==> src/rtl/rtc_alarm_pkg.sv <==
package rtc_alarm_pkg;
  localparam int ADDR_W = 4;
  localparam int DATA_W = 8;

  // strobes issued by the control path, one clock wide
  typedef struct packed {
    logic update;    // divider wrapped: advance time
    logic ended;     // update complete: raise ended flag, compare alarm
    logic periodic;  // periodic rate point reached
  } rtcStrobe_t;

  localparam logic [ADDR_W-1:0] ADDR_CTRL_A = 4'd6;
  localparam logic [ADDR_W-1:0] ADDR_CTRL_B = 4'd7;
  localparam logic [ADDR_W-1:0] ADDR_STAT_C = 4'd8;

  localparam int BIT_IRQ = 7;
  localparam int BIT_PF  = 6;
  localparam int BIT_AF  = 5;
  localparam int BIT_UF  = 4;
  localparam int BIT_UIP = 7;
endpackage

==> src/rtl/rtc_alarm_ctrl.sv <==
module rtc_alarm_ctrl
  import rtc_alarm_pkg::*;
#(
  parameter int TICKS_PER_SEC = 32768,
  parameter int UIP_TICKS     = 8,
  parameter int END_DELAY     = 1
) (
  input  logic       clk,
  input  logic       rstN,
  input  logic       tickEn,
  input  logic [3:0] rateSel,
  output rtcStrobe_t strobes,
  output logic       uip
);
  localparam int DIV_W = $clog2(TICKS_PER_SEC);
  localparam int PH_W  = (DIV_W > 15) ? DIV_W + 1 : 16;
  localparam logic [DIV_W-1:0] END_POINT = DIV_W'(END_DELAY);

  logic [DIV_W-1:0] divCnt;
  logic [DIV_W-1:0] nextCnt;
  logic [3:0]       rateShift;
  logic [PH_W-1:0]  periodLen;
  logic [PH_W-1:0]  periodMask;
  logic [PH_W-1:0]  phase;
  logic             rateHit;

  assign nextCnt = divCnt + DIV_W'(1);

  always_ff @(posedge clk or negedge rstN) begin
    if (!rstN) divCnt <= '0;
    else if (tickEn) divCnt <= nextCnt;
  end

  // periodic point: (next count + warning window) mod period == half period
  always_comb begin
    rateShift  = rateSel - 4'd1;
    periodLen  = PH_W'(1) << rateShift;
    periodMask = periodLen - PH_W'(1);
    phase      = PH_W'(nextCnt) + PH_W'(UIP_TICKS);
    rateHit    = (rateSel != 4'd0) && ((phase & periodMask) == (periodLen >> 1));
  end

  always_comb begin
    strobes.update   = tickEn && (nextCnt == '0);
    strobes.ended    = tickEn && (nextCnt == END_POINT);
    strobes.periodic = tickEn && rateHit;
  end

  generate
    if (UIP_TICKS > 0) begin : gUip
      localparam logic [DIV_W-1:0] UIP_START = DIV_W'(TICKS_PER_SEC - UIP_TICKS);
      assign uip = (divCnt >= UIP_START);

      AST_UIP_AT_UPDATE: assert property (@(posedge clk) disable iff (!rstN)
        strobes.update |-> uip);
      AST_UIP_CLEARS: assert property (@(posedge clk) disable iff (!rstN)
        strobes.update |=> !uip);
    end else begin : gNoUip
      assign uip = 1'b0;
    end
  endgenerate

  AST_PF_OFF: assert property (@(posedge clk) disable iff (!rstN)
    (rateSel == 4'd0) |-> !strobes.periodic);
  AST_TICK_GATE: assert property (@(posedge clk) disable iff (!rstN)
    !tickEn |-> (strobes == '0));
  AST_DIV_HOLD: assert property (@(posedge clk) disable iff (!rstN)
    !tickEn |=> $stable(divCnt));
endmodule

==> src/rtl/rtc_alarm_dp.sv <==
module rtc_alarm_dp
  import rtc_alarm_pkg::*;
#(
  parameter int SEC_LIMIT  = 60,
  parameter int MIN_LIMIT  = 60,
  parameter int HOUR_LIMIT = 24
) (
  input  logic              clk,
  input  logic              rstN,
  input  rtcStrobe_t        strobes,
  input  logic              uip,
  input  logic              regWe,
  input  logic              regRe,
  input  logic [ADDR_W-1:0] regAddr,
  input  logic [DATA_W-1:0] regWdata,
  output logic [DATA_W-1:0] regRdata,
  output logic              irqN,
  output logic [3:0]        rateSel
);
  localparam int UNITS = 3;

  function automatic int unitLimit(input int idx);
    case (idx)
      0:       return SEC_LIMIT;
      1:       return MIN_LIMIT;
      default: return HOUR_LIMIT;
    endcase
  endfunction

  logic [UNITS-1:0]             carry;
  logic [UNITS-1:0]             unitMatch;
  logic [UNITS-1:0][DATA_W-1:0] timeBus;
  logic [UNITS-1:0][DATA_W-1:0] alarmBus;

  assign carry[0] = strobes.update;

  generate
    for (genvar u = 0; u < UNITS; u++) begin : gUnit
      localparam logic [ADDR_W-1:0] TIME_ADDR  = ADDR_W'(2 * u);
      localparam logic [ADDR_W-1:0] ALARM_ADDR = ADDR_W'(2 * u + 1);
      localparam logic [DATA_W-1:0] LAST       = DATA_W'(unitLimit(u) - 1);

      logic [DATA_W-1:0] timeReg;
      logic [DATA_W-1:0] alarmReg;
      logic              atLast;
      logic              timeWe;
      logic              alarmWe;

      assign atLast  = (timeReg >= LAST);
      assign timeWe  = regWe && (regAddr == TIME_ADDR);
      assign alarmWe = regWe && (regAddr == ALARM_ADDR);

      always_ff @(posedge clk or negedge rstN) begin
        if (!rstN)          timeReg <= '0;
        else if (timeWe)    timeReg <= regWdata;
        else if (carry[u])  timeReg <= atLast ? '0 : timeReg + DATA_W'(1);
      end

      always_ff @(posedge clk or negedge rstN) begin
        if (!rstN)        alarmReg <= '0;
        else if (alarmWe) alarmReg <= regWdata;
      end

      if (u < UNITS - 1) begin : gCarry
        assign carry[u+1] = carry[u] && atLast;
      end

      // top two bits set: this byte matches any value
      assign unitMatch[u] = (alarmReg[7:6] == 2'b11) || (alarmReg == timeReg);
      assign timeBus[u]   = timeReg;
      assign alarmBus[u]  = alarmReg;

      AST_UNIT_WRAP: assert property (@(posedge clk) disable iff (!rstN)
        (carry[u] && !timeWe && atLast) |=> (timeReg == '0));
    end
  endgenerate

  logic rateWe, enWe, statRead;
  logic pieReg, aieReg, uieReg;
  logic pfReg, afReg, ufReg;
  logic setAlarm, irqAny;

  assign rateWe   = regWe && (regAddr == ADDR_CTRL_A);
  assign enWe     = regWe && (regAddr == ADDR_CTRL_B);
  assign statRead = regRe && (regAddr == ADDR_STAT_C);
  assign setAlarm = strobes.ended && (&unitMatch);

  always_ff @(posedge clk or negedge rstN) begin
    if (!rstN) begin
      rateSel <= '0;
      pieReg  <= 1'b0;
      aieReg  <= 1'b0;
      uieReg  <= 1'b0;
    end else begin
      if (rateWe) rateSel <= regWdata[3:0];
      if (enWe) begin
        pieReg <= regWdata[BIT_PF];
        aieReg <= regWdata[BIT_AF];
        uieReg <= regWdata[BIT_UF];
      end
    end
  end

  // a set on the clearing edge wins so no event is lost
  always_ff @(posedge clk or negedge rstN) begin
    if (!rstN) begin
      pfReg <= 1'b0;
      afReg <= 1'b0;
      ufReg <= 1'b0;
    end else begin
      pfReg <= (pfReg && !statRead) || strobes.periodic;
      afReg <= (afReg && !statRead) || setAlarm;
      ufReg <= (ufReg && !statRead) || strobes.ended;
    end
  end

  assign irqAny = (pfReg && pieReg) || (afReg && aieReg) || (ufReg && uieReg);
  assign irqN   = !irqAny;

  always_comb begin
    regRdata = '0;
    case (regAddr)
      ADDR_CTRL_A: begin
        regRdata[BIT_UIP] = uip;
        regRdata[3:0]     = rateSel;
      end
      ADDR_CTRL_B: begin
        regRdata[BIT_PF] = pieReg;
        regRdata[BIT_AF] = aieReg;
        regRdata[BIT_UF] = uieReg;
      end
      ADDR_STAT_C: begin
        regRdata[BIT_IRQ] = irqAny;
        regRdata[BIT_PF]  = pfReg;
        regRdata[BIT_AF]  = afReg;
        regRdata[BIT_UF]  = ufReg;
      end
      default: begin
        for (int u = 0; u < UNITS; u++) begin
          if (regAddr == ADDR_W'(2 * u))     regRdata = timeBus[u];
          if (regAddr == ADDR_W'(2 * u + 1)) regRdata = alarmBus[u];
        end
      end
    endcase
  end

  AST_READ_CLEARS: assert property (@(posedge clk) disable iff (!rstN)
    (statRead && !strobes.ended && !strobes.periodic) |=> !(pfReg || afReg || ufReg));
  AST_AF_SOURCE: assert property (@(posedge clk) disable iff (!rstN)
    $rose(afReg) |-> $past(strobes.ended));
  AST_UF_SOURCE: assert property (@(posedge clk) disable iff (!rstN)
    $rose(ufReg) |-> $past(strobes.ended));
  AST_PF_SOURCE: assert property (@(posedge clk) disable iff (!rstN)
    $rose(pfReg) |-> $past(strobes.periodic));
endmodule

==> src/rtl/rtc_alarm_irq.sv <==
module rtc_alarm_irq
  import rtc_alarm_pkg::*;
#(
  parameter int TICKS_PER_SEC = 32768,
  parameter int UIP_TICKS     = 8,
  parameter int END_DELAY     = 1,
  parameter int SEC_LIMIT     = 60,
  parameter int MIN_LIMIT     = 60,
  parameter int HOUR_LIMIT    = 24
) (
  input  logic       clk,
  input  logic       rstN,
  input  logic       tickEn,
  input  logic       regWe,
  input  logic       regRe,
  input  logic [3:0] regAddr,
  input  logic [7:0] regWdata,
  output logic [7:0] regRdata,
  output logic       irqN
);
  rtcStrobe_t strobes;
  logic       uip;
  logic [3:0] rateSel;

  rtc_alarm_ctrl #(
    .TICKS_PER_SEC(TICKS_PER_SEC),
    .UIP_TICKS    (UIP_TICKS),
    .END_DELAY    (END_DELAY)
  ) ctrl (
    .clk    (clk),
    .rstN   (rstN),
    .tickEn (tickEn),
    .rateSel(rateSel),
    .strobes(strobes),
    .uip    (uip)
  );

  rtc_alarm_dp #(
    .SEC_LIMIT (SEC_LIMIT),
    .MIN_LIMIT (MIN_LIMIT),
    .HOUR_LIMIT(HOUR_LIMIT)
  ) dp (
    .clk     (clk),
    .rstN    (rstN),
    .strobes (strobes),
    .uip     (uip),
    .regWe   (regWe),
    .regRe   (regRe),
    .regAddr (regAddr),
    .regWdata(regWdata),
    .regRdata(regRdata),
    .irqN    (irqN),
    .rateSel (rateSel)
  );
endmodule

==> config.mk <==
export PLATFORM = sky130hd
export DESIGN_NAME = rtc_alarm_irq
export DESIGN_NICKNAME = d
export VERILOG_FILES = /design/src/rtl/rtc_alarm_pkg.sv /design/src/rtl/rtc_alarm_ctrl.sv /design/src/rtl/rtc_alarm_dp.sv /design/src/rtl/rtc_alarm_irq.sv
export SDC_FILE = /design/constraint.sdc
export NUM_CORES = 1
export LEC_CHECK = 0
export BUFFER_PORTS_ARGS = -buffer_cell sky130_fd_sc_hd__buf_4
export CORE_MARGIN = 4
export CORE_UTILIZATION = 60
export DETAILED_ROUTE_END_ITERATION = 6
export PLACE_DENSITY = 0.78
export SYNTH_ARGS = -nofsm -noshare
export SYNTH_HDL_FRONTEND = slang
export SYNTH_HIERARCHICAL = 1
export SYNTH_SLANG_ARGS = --single-unit
==> constraint.sdc <==
create_clock -name clk -period 6.6 [get_ports clk]
set_clock_uncertainty 0.15 [all_clocks]
set_input_delay 0.99 -clock clk [delete_from_list [all_inputs] [get_ports clk]]
set_output_delay 0.99 -clock clk [all_outputs]
set_load 0.005 [all_outputs]
==> results.sh <==
export IMPL_core_sq_um=9328
export IMPL_hold_end="ctrl/divCnt[14]"
export IMPL_holdPathStages=1
export IMPL_ir_drop_uv=188.0
export IMPL_relSlewSlack=0.3729
export IMPL_reg2reg_slack_ps=2510
export IMPL_cap_violations=0
export IMPL_hpwlAfterDp_mm=10.61
export IMPL_synth_fa_ha_area_frac=0.01731
export IMPL_r2r_cells=13
export IMPL_cts_buffers=9
export IMPL_slew_violations=0
export IMPL_ys_seq_area_frac=0.3159
export IMPL_start_util=0.6200
export IMPL_synthFlopType="dfrtp_1"
export IMPL_final_common_cell="dfrtp_1"
export IMPL_first_pass_iters=5
export IMPL_grt_pass1_wl_mm=24.81
export IMPL_nNetsFinal=646
export IMPL_final_cell_mix="dfrtp_1 (73), nand2_1 (67), nor2_1 (43)"
export IMPL_synthCells=630
export IMPL_cts_sinks=73
export IMPL_drt_initial_drc_count=391
export IMPL_routabilityCongestion=0.9415
export IMPL_cts_setup_buffers=0
export IMPL_status="complete, no violations"
export IMPL_min_period_over_period=0.6201
export IMPL_grt_max_degree=74
export IMPL_leakage_nw=2.464
export IMPL_rr_endpoint="dp/pfReg"
export IMPL_routed_via_density=6.592
export IMPL_clock_fmax_ghz=0.2443
export IMPL_areaGrowthSynthToFinish_pct=5.236
export IMPL_syn_avg_cell_area_sq_um=9.179
export IMPL_synthXorXnorAreaFrac=0.09974
export IMPL_final_antenna_net_count=0
export IMPL_cts_tree="yes"
export IMPL_ys_async_sr_fraction=1.000
export IMPL_ys_warnings_count=6
export IMPL_rsz0062_at_grt="false"
export IMPL_synth_mux_area_frac=0.09779
export IMPL_cts_root_buffer="clkbuf_8"
export IMPL_crit_type="flop to flop"
export IMPL_std_cell_rows=35
export IMPL_drive_gt1_frac=0.1725
export IMPL_arrival_ps=4230
export IMPL_ys_ff_latch=73
export IMPL_port_buffers=25
export IMPL_avgRoutedWirePerCell_um=19.91
export IMPL_p_per_area_nw_per_um2=302.7
export IMPL_synth_cell_area_sq_um=5783
export IMPL_wl_mm=15.03
export IMPL_path_clk_slew_ps=80
export IMPL_path_max_fanout=23
export IMPL_finalSetupViolCount=0
export IMPL_cts_htree_levels=3
export IMPL_hp_class="flop to flop"
export IMPL_synth_edf_count=0
export IMPL_grt_overflow=0
export IMPL_fp_dieH_um=106.2
export IMPL_period_minus_slack_ps=4093
export IMPL_tns_ps=0
export IMPL_tightest_slew_ps=940.7
export IMPL_hold_viol=0
export IMPL_endpoint_kind="flop"
export IMPL_vias=4977
export IMPL_netlist_cell_type_count=85
export IMPL_finalPower_mw=1.842
export IMPL_synth_area_leaders="dfrtp_1 (32%), mux2_2 (6.2%), xor2_1 (5.6%), nand2_1 (4.3%), xnor2_1 (3.3%)"
export IMPL_grt_pass1_vias=4850
export IMPL_postCtsResizedCells=0
export IMPL_synth_compound_area_share=0.1934
export IMPL_clk_path_buf_depth=2
export IMPL_die_w_um=106.2
export IMPL_rr_startpoint="dp/rateSel[1]"
export IMPL_drc=0
export IMPL_yosysTopAreaCell="dfrtp_1"
export IMPL_synth_top_area_frac=0.3159
export IMPL_synth_top_family_by_area="simple AND/OR/NAND/NOR gates"
export IMPL_syn_nets=655
export IMPL_holdBufCountCts=0
export IMPL_grt_use_total=0.2768
export IMPL_min_from="ctrl/divCnt[14]"
export IMPL_required_ps=6740
export IMPL_antenna_found_initial=0
export IMPL_clkLatencyLatePin_ps=350
export IMPL_dieArea_sq_um=11270
export IMPL_io_pins=26
export IMPL_num_antenna_cells=0
export IMPL_cp_start_kind="flop"
export IMPL_synth_simple_area_share=0.2142
-- synth_stat cells (11+ instances only) --
| cell type | instances |
|---|---|
| dfrtp_1 | 73 |
| nand2_1 | 67 |
| nor2_1 | 43 |
| xor2_1 | 37 |
| o21ai_0 | 34 |
| mux2_2 | 32 |
| nand3_1 | 22 |
| xnor2_1 | 22 |
| inv_1 | 20 |
| a21oi_1 | 18 |
| nor3_1 | 16 |
| a22oi_1 | 13 |
| buf_2 | 13 |
| clkbuf_1 | 13 |
| nand4_1 | 11 |
-- sequential cells by signal, summed over array words and instances (netlist names) --
name,cells
ctrl/divCnt,15
dp/ufReg,1
dp/pfReg,1
dp/aieReg,1
dp/uieReg,1
dp/gUnit.alarmReg,24
dp/afReg,1
dp/gUnit.timeReg,24
dp/pieReg,1
dp/rateSel,4
-- layer usage --
| metal | GRT usage | share of wire | up-vias |
|---|---|---|---|
| li1 | - | - | 2289 |
| met1 | 0.3504 | 0.41 | 2407 |
| met2 | 0.4475 | 0.48 | 224 |
| met3 | 0.04068 | 0.060 | 57 |
| met4 | 0.1665 | 0.049 | 0 |
| met5 | 0 | 0 | - |
-- logic make-up after synthesis --
logic type | count (synthesis)
and+or+nand+nor | 223
AOI/OAI and AO/OA | 150
DFF | 73
buffers and inverters | 67
xor gates and xnor gates | 62
muxes | 47
adders and majority gates | 8
-- area by class of cell --
class                           instances  area [sq um]
Clock inverter                          5         86.33
Sequential cell                        73          1827
Multi-Input combinational cell        490          3600
Inverter                               22         82.58
Tap cell                              129         161.4
Timing Repair Buffer                   25         187.7
Clock buffer                           11         141.4
Fill cell                             776          3242
-- power by group --
part           internal (mW)  switching, mW  total [mW]
combinational          0.306          0.348       0.654
clock                  0.227          0.179       0.406
sequential             0.547          0.235       0.782
total                   1.08          0.762        1.84
-- worst max-delay path by stage --
stage | startpoint | end | slack (ps) | cells past startpoint
floorplan | regAddr[0] | regRdata[2] | 3250 | 4
global placement | dp/rateSel[1] | dp/pfReg | 2720 | 13
detailed placement | dp/rateSel[1] | dp/pfReg | 2590 | 13
CTS | dp/rateSel[1] | dp/pfReg | 2570 | 13
global route | dp/rateSel[1] | dp/pfReg | 2240 | 13
finish | dp/rateSel[1] | dp/pfReg | 2510 | 13
-- critical path: stages (launching register included) --
cell and delay (ps):
dfrtp_1 800, clkinv_1 430, nor2_1 350, nand2_1 100
ha_1 340, inv_1 190, nor2_1 90, o2111ai_1 200
o211ai_1 120, nor4_1 280, o211ai_1 150, or4_1 500
nor4_2 240, a21o_1 110
-- per-stage QoR --
step	utilization	hold slack [ps]	setup slack, ps	cells	instance area [sq um]
2_1_floorplan	-	313.6	3255	630	5783
3_3_place_gp	0.6280	349.5	2720	739	5858
3_5_place_dp	0.6280	351.2	2593	739	5858
4_1_cts	0.6524	364.6	2574	755	6086
5_1_grt	0.6524	400.8	2240	755	6086
6_report	0.6524	369.2	2507	755	6086
Power figures use the tool's default switching activity.
